[src/rtl/mac_mgmt_pkg.sv]
package mac_mgmt_pkg;
  // word indices of the register map
  localparam int RA_STATION0_LO = 0;
  localparam int RA_STATION0_HI = 1;
  localparam int RA_STATION1_LO = 2;
  localparam int RA_STATION1_HI = 3;
  localparam int RA_GROUP_LO    = 4;
  localparam int RA_GROUP_HI    = 5;
  localparam int RA_GENERAL     = 6;
  localparam int RA_RXCFG       = 7;
  localparam int RA_TXCFG       = 8;
  localparam int RA_ERRCLR      = 9;
  localparam int RA_MGMT        = 10;
  localparam int RA_STATUS      = 11;
  localparam int REG_WORDS      = 12;
  localparam int STORED_WORDS   = REG_WORDS - 1;

  // control bit positions
  localparam int MGMT_DATA_BIT  = 0;
  localparam int MGMT_OE_BIT    = 1;
  localparam int MGMT_MDC_BIT   = 2;
  localparam int GEN_MON_EN_BIT = 0;
  localparam int RX_FULLDUP_BIT = 7;

  // PHY side
  localparam int PHY_STAT_REG   = 18;
  localparam int PHY_DUPLEX_BIT = 11;
  localparam int MDIO_DATA_BITS = 16;
endpackage

[src/rtl/mac_reg_file.sv]
module mac_reg_file
  import mac_mgmt_pkg::*;
#(
  parameter int DATA_W = 32,
  parameter int ADDR_W = 6
) (
  input  logic              clk,
  input  logic              rst,
  input  logic              wr_en,
  input  logic              rd_en,
  input  logic [ADDR_W-1:0] addr,
  input  logic [DATA_W-1:0] wdata,
  input  logic              mdio_level,
  output logic [DATA_W-1:0] rdata,
  output logic [DATA_W-1:0] mgmt_q,
  output logic [DATA_W-1:0] rxcfg_q,
  output logic [DATA_W-1:0] gen_q,
  output logic              mgmt_wr,
  output logic              mdc_change,
  output logic              rxcfg_wr
);
  localparam int WORD_W = ADDR_W - 2;

  logic [DATA_W-1:0] regs [STORED_WORDS];
  logic [WORD_W-1:0] word;
  logic              in_store;
  logic              is_status;

  assign word      = addr[ADDR_W-1:2];
  assign in_store  = int'(word) < STORED_WORDS;
  assign is_status = int'(word) == RA_STATUS;

  assign mgmt_q  = regs[RA_MGMT];
  assign rxcfg_q = regs[RA_RXCFG];
  assign gen_q   = regs[RA_GENERAL];

  assign mgmt_wr    = wr_en && int'(word) == RA_MGMT;
  assign mdc_change = mgmt_wr && (wdata[MGMT_MDC_BIT] != regs[RA_MGMT][MGMT_MDC_BIT]);
  assign rxcfg_wr   = wr_en && int'(word) == RA_RXCFG;

  always_ff @(posedge clk) begin
    if (rst) begin
      for (int i = 0; i < STORED_WORDS; i++) regs[i] <= '0;
    end else if (wr_en && in_store) begin
      regs[int'(word)] <= wdata;
    end
  end

  always_ff @(posedge clk) begin
    if (rst) begin
      rdata <= '0;
    end else if (rd_en) begin
      if (is_status)     rdata <= {{(DATA_W-1){1'b0}}, mdio_level};
      else if (in_store) rdata <= regs[int'(word)];
      else               rdata <= '0;
    end
  end

  // a write to a stored word is visible in that word on the next cycle
  assert_write_lands_R2: assert property (@(posedge clk) disable iff (rst)
    (wr_en && int'(word) == RA_TXCFG) |=> (regs[RA_TXCFG] == $past(wdata)));
endmodule

[src/rtl/mdio_poll_seq.sv]
module mdio_poll_seq
  import mac_mgmt_pkg::*;
#(
  parameter int PRE_LEN  = 32,
  parameter int HALF_CYC = 2,
  parameter int GAP_CYC  = 64,
  parameter int PHY_ADDR = 1
) (
  input  logic                      clk,
  input  logic                      rst,
  input  logic                      hold,
  input  logic                      abort,
  input  logic                      mdio_i,
  output logic                      busy,
  output logic                      seq_mdc,
  output logic                      seq_o,
  output logic                      seq_oe,
  output logic                      done,
  output logic [MDIO_DATA_BITS-1:0] rd_data
);
  localparam int CMD_BITS   = 14;
  localparam int CMD_END    = PRE_LEN + CMD_BITS;
  localparam int DATA_START = CMD_END + 2;
  localparam int FRAME_BITS = DATA_START + MDIO_DATA_BITS;
  localparam int BIT_W      = $clog2(FRAME_BITS + 1);
  localparam int DIV_W      = $clog2(HALF_CYC + 1);
  localparam int GAP_W      = $clog2(GAP_CYC + 1);
  localparam logic [CMD_BITS-1:0] CMD =
    {2'b01, 2'b10, 5'(PHY_ADDR), 5'(PHY_STAT_REG)};

  logic [BIT_W-1:0]          bitn;
  logic [DIV_W-1:0]          div;
  logic [GAP_W-1:0]          gap;
  logic                      high;
  logic [MDIO_DATA_BITS-1:0] shreg;
  logic [BIT_W-1:0]          next_bit;

  assign next_bit = bitn + BIT_W'(1);

  // returns {data, enable} for frame bit idx
  function automatic logic [1:0] bit_drive(input logic [BIT_W-1:0] idx);
    int i;
    i = int'(idx);
    if (i < PRE_LEN)      return 2'b11;
    else if (i < CMD_END) return {CMD[CMD_BITS-1-(i-PRE_LEN)], 1'b1};
    else                  return 2'b00;
  endfunction

  always_ff @(posedge clk) begin
    if (rst) begin
      busy <= 1'b0; seq_mdc <= 1'b0; seq_o <= 1'b0; seq_oe <= 1'b0;
      done <= 1'b0; rd_data <= '0; shreg <= '0;
      bitn <= '0; div <= '0; gap <= '0; high <= 1'b0;
    end else begin
      done <= 1'b0;
      if (abort) begin
        busy <= 1'b0; seq_mdc <= 1'b0; seq_o <= 1'b0; seq_oe <= 1'b0;
        gap <= '0;
      end else if (!busy) begin
        if (hold) begin
          gap <= '0;
        end else if (gap == GAP_W'(GAP_CYC - 1)) begin
          busy <= 1'b1; bitn <= '0; div <= '0; high <= 1'b0;
          seq_mdc <= 1'b0; {seq_o, seq_oe} <= 2'b11; gap <= '0;
        end else begin
          gap <= gap + GAP_W'(1);
        end
      end else if (div != DIV_W'(HALF_CYC - 1)) begin
        div <= div + DIV_W'(1);
      end else begin
        div <= '0;
        if (!high) begin
          high <= 1'b1; seq_mdc <= 1'b1;
        end else begin
          high <= 1'b0; seq_mdc <= 1'b0;
          if (bitn >= BIT_W'(DATA_START))
            shreg <= {shreg[MDIO_DATA_BITS-2:0], mdio_i};
          if (bitn == BIT_W'(FRAME_BITS - 1)) begin
            busy <= 1'b0; done <= 1'b1; seq_o <= 1'b0; seq_oe <= 1'b0;
            rd_data <= {shreg[MDIO_DATA_BITS-2:0], mdio_i};
          end else begin
            bitn <= next_bit;
            {seq_o, seq_oe} <= bit_drive(next_bit);
          end
        end
      end
    end
  end

  // an abort request leaves the sequencer idle on the next cycle
  assert_abort_idles_R6: assert property (@(posedge clk) disable iff (rst)
    abort |=> !busy);
  // the line is released during turnaround and data bits
  assert_released_in_data_R5: assert property (@(posedge clk) disable iff (rst)
    (busy && bitn >= BIT_W'(CMD_END)) |-> !seq_oe);
  // the management clock only toggles while a frame is running
  assert_mdc_only_when_busy_R5: assert property (@(posedge clk) disable iff (rst)
    !busy |-> !seq_mdc);
endmodule

[src/rtl/duplex_monitor.sv]
module duplex_monitor (
  input  logic clk,
  input  logic rst,
  input  logic trig,
  input  logic enable,
  input  logic mac_full,
  input  logic phy_full,
  output logic flag,
  output logic evt
);
  logic pend;
  logic differ;

  assign differ = mac_full ^ phy_full;

  always_ff @(posedge clk) begin
    if (rst) begin
      pend <= 1'b0; flag <= 1'b0; evt <= 1'b0;
    end else begin
      pend <= trig;
      if (pend && enable) begin
        flag <= differ;
        evt  <= differ != flag;
      end else begin
        evt  <= 1'b0;
      end
    end
  end

  // with the monitor disabled the flag holds
  assert_hold_disabled_R8: assert property (@(posedge clk) disable iff (rst)
    !enable |=> $stable(flag));
  // an event accompanies every change and only a change
  assert_evt_marks_change_R9: assert property (@(posedge clk) disable iff (rst)
    evt |-> (flag != $past(flag)));
  assert_no_silent_change_R9: assert property (@(posedge clk) disable iff (rst)
    !evt |-> $stable(flag));
  // without a pending trigger the flag cannot move
  assert_needs_trigger_R7: assert property (@(posedge clk) disable iff (rst)
    !pend |=> $stable(flag));
endmodule

[src/rtl/mac_mgmt_regs.sv]
module mac_mgmt_regs
  import mac_mgmt_pkg::*;
#(
  parameter int DATA_W   = 32,
  parameter int ADDR_W   = 6,
  parameter int PRE_LEN  = 32,
  parameter int MDC_HALF = 2,
  parameter int POLL_GAP = 64,
  parameter int PHY_ADDR = 1
) (
  input  logic              clk,
  input  logic              rst,
  input  logic              bus_wr,
  input  logic              bus_rd,
  input  logic [ADDR_W-1:0] bus_addr,
  input  logic [DATA_W-1:0] bus_wdata,
  output logic [DATA_W-1:0] bus_rdata,
  output logic              mdc,
  output logic              mdio_o,
  output logic              mdio_oe,
  input  logic              mdio_i,
  output logic              duplex_mismatch,
  output logic              mismatch_evt
);
  logic [DATA_W-1:0]         mgmt_q, rxcfg_q, gen_q;
  logic                      mgmt_wr, mdc_change, rxcfg_wr;
  logic                      seq_busy, seq_mdc, seq_o, seq_oe, seq_done;
  logic [MDIO_DATA_BITS-1:0] seq_data;
  logic                      phy_full, fresh;

  mac_reg_file #(.DATA_W(DATA_W), .ADDR_W(ADDR_W)) u_regs (
    .clk(clk), .rst(rst), .wr_en(bus_wr), .rd_en(bus_rd), .addr(bus_addr),
    .wdata(bus_wdata), .mdio_level(mdio_i), .rdata(bus_rdata),
    .mgmt_q(mgmt_q), .rxcfg_q(rxcfg_q), .gen_q(gen_q),
    .mgmt_wr(mgmt_wr), .mdc_change(mdc_change), .rxcfg_wr(rxcfg_wr)
  );

  mdio_poll_seq #(.PRE_LEN(PRE_LEN), .HALF_CYC(MDC_HALF),
                  .GAP_CYC(POLL_GAP), .PHY_ADDR(PHY_ADDR)) u_seq (
    .clk(clk), .rst(rst), .hold(mgmt_q[MGMT_OE_BIT]), .abort(mgmt_wr),
    .mdio_i(mdio_i), .busy(seq_busy), .seq_mdc(seq_mdc), .seq_o(seq_o),
    .seq_oe(seq_oe), .done(seq_done), .rd_data(seq_data)
  );

  always_ff @(posedge clk) begin
    if (rst) begin
      phy_full <= 1'b0; fresh <= 1'b0;
      mdc <= 1'b0; mdio_o <= 1'b0; mdio_oe <= 1'b0;
    end else begin
      fresh <= seq_done;
      if (seq_done) phy_full <= seq_data[PHY_DUPLEX_BIT];
      if (seq_busy) begin
        mdc <= seq_mdc; mdio_o <= seq_o; mdio_oe <= seq_oe;
      end else begin
        mdc     <= mgmt_q[MGMT_MDC_BIT];
        mdio_o  <= mgmt_q[MGMT_DATA_BIT];
        mdio_oe <= mgmt_q[MGMT_OE_BIT];
      end
    end
  end

  duplex_monitor u_mon (
    .clk(clk), .rst(rst), .trig(rxcfg_wr | mdc_change | fresh),
    .enable(gen_q[GEN_MON_EN_BIT]), .mac_full(rxcfg_q[RX_FULLDUP_BIT]),
    .phy_full(phy_full), .flag(duplex_mismatch), .evt(mismatch_evt)
  );

  // software ownership of the bus keeps the sequencer from starting
  assert_no_poll_when_owned_R6: assert property (@(posedge clk) disable iff (rst)
    (mgmt_q[MGMT_OE_BIT] && !seq_busy) |=> !seq_busy);
  // the sample clock needs at least two cycles per half period
  assert_half_period_R4: assert property (@(posedge clk) disable iff (rst)
    MDC_HALF >= 2);
endmodule

[config.mk]
export PLATFORM = sky130hd
export DESIGN_NAME = mac_mgmt_regs
export DESIGN_NICKNAME = d
export VERILOG_FILES = /design/src/rtl/mac_mgmt_pkg.sv /design/src/rtl/mac_reg_file.sv /design/src/rtl/mdio_poll_seq.sv /design/src/rtl/duplex_monitor.sv /design/src/rtl/mac_mgmt_regs.sv
export SDC_FILE = /design/constraint.sdc
export NUM_CORES = 1
export LEC_CHECK = 0
export BUFFER_PORTS_ARGS = -buffer_cell sky130_fd_sc_hd__buf_2
export CAP_MARGIN = 20
export CORE_MARGIN = 8
export CORE_UTILIZATION = 45
export DETAILED_ROUTE_END_ITERATION = 8
export GPL_TIMING_DRIVEN = 0
export SETUP_SLACK_MARGIN = 0.02
export SLEW_MARGIN = 0
export SYNTH_ARGS = -nofsm -noshare
export SYNTH_HDL_FRONTEND = slang
export SYNTH_SLANG_ARGS = --single-unit
[constraint.sdc]
create_clock -name clk -period 2.7 [get_ports clk]
set_input_delay 0 -clock clk [delete_from_list [all_inputs] [get_ports clk]]
set_output_delay 0 -clock clk [all_outputs]
set_load 0.005 [all_outputs]
==> results.py <==
metrics = {
    "status": {
        "status": "complete, no violations",
    },
    "sta": {
        "finalHoldViolCount": 0,
        "fin_skew_ns": 0.0164,
        "min_period_ns": 2.61,
        "slew_violations": 0,
        "setup_viol": 0,
        "worst_pin_slew_ns": 1.16,
        "fin_crit_sh_pct": 96.6,
        "fmax_mhz": 383,
        "tns_ns": 0,
        "maxSlewHeadroom_pct": 22.9,
        "rsz0062_at_grt": "false",
    },
    "route": {
        "drt-initial-drc-count": 1318,
        "drt-vias-per-instance": 5.55,
        "vias": 12400,
        "drc_errors": 0,
        "drtAntennaViolNets": 0,
        "dr.pass1.iters": 7,
        "wl_per_cell_um": 24.6,
        "wirelength_um": 55100,
    },
    "layout": {
        "syn2layout_area_growth_pct": 15.7,
        "design_area_um2": 22000,
        "fin_cells": 2241,
        "nets": 1711,
        "postLayoutCoreUtil_pct": 52.5,
        "drive_gt1_share_pct": 15.4,
    },
    "global_routing": {
        "grt_use_met3_pct": 4.22,
        "antenna_found_initial": 3,
        "met2_usage_pct": 38.2,
        "grt.busiest_layer": "met2",
        "overflow": 0,
        "grt_max_degree": 33,
        "grt_use_total_pct": 22.1,
        "use_met1_pct": 27.8,
        "grt_pass1_vias": 12600,
        "grt_pass1_wl_um": 81100,
    },
    "place": {
        "numPortBuffers": 74,
        "dpl.cell_count": 2116,
        "gp_congestion": 0.825,
        "place_area_um2": 20100,
        "hpwl_um": 35800,
    },
    "clock_tree": {
        "cts_tree": "done",
        "path_clk_slew_ns": 0.06,
        "clock_path_buffers": 3,
        "cts_root_buf": "clkbuf_16",
        "cts_made_buffers": 47,
        "clkLatencyLatePin_ns": 0.59,
        "cts_num_sinks": 426,
        "post_cts_buffers": 0,
        "cts_max_level": 2,
    },
    "synthesis": {
        "syn_nets": 1548,
        "ys.flop_type": "edfxtp_1",
        "netlist_area_um2": 19000,
        "netlist_instances": 1499,
        "yosysWarnings": 0,
        "synthDistinctLibCells": 53,
        "async_flop_share_pct": 0,
        "ys_ff_latch": 426,
        "synth-seq-area-share_pct": 61.8,
        "synth-edff-count": 320,
        "avgSynthCellArea_um2": 12.7,
    },
    "floorplan": {
        "initial_utilization_pct": 45.4,
        "die_h_um": 221,
        "rows": 75,
        "core_area_um2": 41900,
        "fp.dieW_um": 221,
        "die-area_um2": 49000,
        "ios": 80,
    },
    "worst_setup_path": {
        "worstSetupPathType": "in2reg",
        "rr_worst_depth": 8,
        "worstSetupEndpointType": "flop",
        "crit_arrival_ns": 2.89,
        "startpoint_type": "input pin",
        "cp.required_ns": 2.98,
        "worstPathMaxFanout": 17,
    },
    "power": {
        "switching_share_pct": 23.1,
        "power.internal_mw": 11.4,
        "power_frac_clock_pct": 42.1,
        "seqPwrFrac_pct": 50.4,
        "power.density_nw_per_um2": 674,
        "p_comb_share_pct": 7.5,
        "p_sw_mw": 3.43,
        "p_leak_nw": 7.86,
        "p_total_mw": 14.8,
        "vdd_drop_max_uv": 455,
    },
    "hold_path": {
        "min_path_type": "in2reg",
        "min_path_cells": 2,
    },
    "job": {
        "maxCapViolations": 0,
    },
}
cells in the mapped netlist (all sizes together), types with 19 or more instances:
master	instances	area (um2)
edfxtp	320	9610
nand2b	19	119
buf	31	171
dfxtp	106	2120
nor2	105	394
a311oi	21	184
a211o	19	166
mux2i	51	510
and2	323	2020
mux4	65	1460
a21oi	81	405
nand2	114	428
clkbuf	107	402
sequential cells by signal, indices dropped and copies added, names as in the netlist, 2 cells and up:
signal        flops
u_regs.regs     352
u_regs.rdata     32
u_seq.shreg      11
u_seq.gap         7
u_seq.div         2
u_seq.bitn        7
timing repair:
item | 4_1_cts | 5_1_grt
endpoints found under the setup margin | 1 | 1
endpoints found under the hold margin | 42 | 0
hold buffers | 35 | 0
gates resized for setup | 1 | 3
power groups by stage:
stage | clock network [mW] | logic, mW | registers [mW]
2_1_floorplan | 0 | 0.639 | 7.57
3_3_place_gp | 0 | 1.04 | 7.60
3_5_place_dp | 0 | 1.07 | 7.62
4_1_cts | 6.29 | 1.11 | 7.48
5_1_grt | 6.51 | 1.19 | 7.50
6_report | 6.23 | 1.11 | 7.48
area by class of cell:
| type | count | area (um2) |
|---|---|---|
| fillers | 3639 | 19900 |
| flip-flops and latches | 426 | 11700 |
| multi-input cells | 930 | 6690 |
| clock buffers | 72 | 1330 |
| repair buffers | 114 | 821 |
| well taps | 539 | 674 |
| plain buffers | 138 | 573 |
| clock inverters | 16 | 145 |
| inverters | 5 | 18.8 |
| diodes | 1 | 2.50 |
per-stage QoR:
stage | hold WS, ns | setup slack, ns
detailed placement | 0.259 | -0.400
finish | 0.00913 | 0.0910
global route | 0.0115 | 0.0985
CTS | 0.00859 | 0.116
floorplan | 0.136 | 0.380
global placement | 0.252 | -1.27
layer usage:
| layer | vias to the layer above | routed length, um | part of all wire [%] |
|---|---|---|---|
| met2 | 485 | 27300 | 49 |
| met4 | 0 | 1450 | 2.6 |
| met3 | 95 | 4290 | 7.8 |
| met1 | 6164 | 22100 | 40 |
| li1 | 5693 | - | - |
| met5 | - | 0 | 0 |
final timing paths:
path,startpoint,end,slack (ns)
worst max-delay path,rst,u_regs.regs[4][5],0.09
worst min-delay path,bus_wr,u_regs.regs[9][14],0.009
worst max register to register,u_seq.bitn[0],u_seq.seq_o,0.26
worst min register to register,u_regs.regs[10][12],u_regs.regs[10][12],0.46
logic make-up (layout without fill, tap and decap cells):
logic type | Yosys count | in the layout | synth area share, %
simple gates | 622 | 622 | 17.6
flops | 426 | 426 | 61.8
compound gates | 178 | 178 | 6.41
buf+inv | 143 | 345 | 3.12
mux | 117 | 117 | 10.5
xor+xnor | 7 | 7 | 0.323
fa+ha+maj | 6 | 6 | 0.395
other cells | 0 | 1 | 0
worst max-delay path, stage by stage:
cell      delay (ns)
buf_2           0.15
and2b_1         0.30
a21boi_1        0.58
nand2_1         0.18
nor3_1          0.71
or2_2           0.67
buf_12          0.27
cell usage in the layout (no fill, tap or decap), types with 35 or more instances in the layout:
cell             n
nand2_1        114
buf_2           97
mux2i_1         51
dlygate4sd3_1   35
clkbuf_1       127
and2_1         322
edfxtp_1       320
clkbuf_16       48
mux4_2          65
nor2_1         105
dfxtp_1        104
a21oi_1         81
Note: power is estimated with default switching activity, not from simulation.
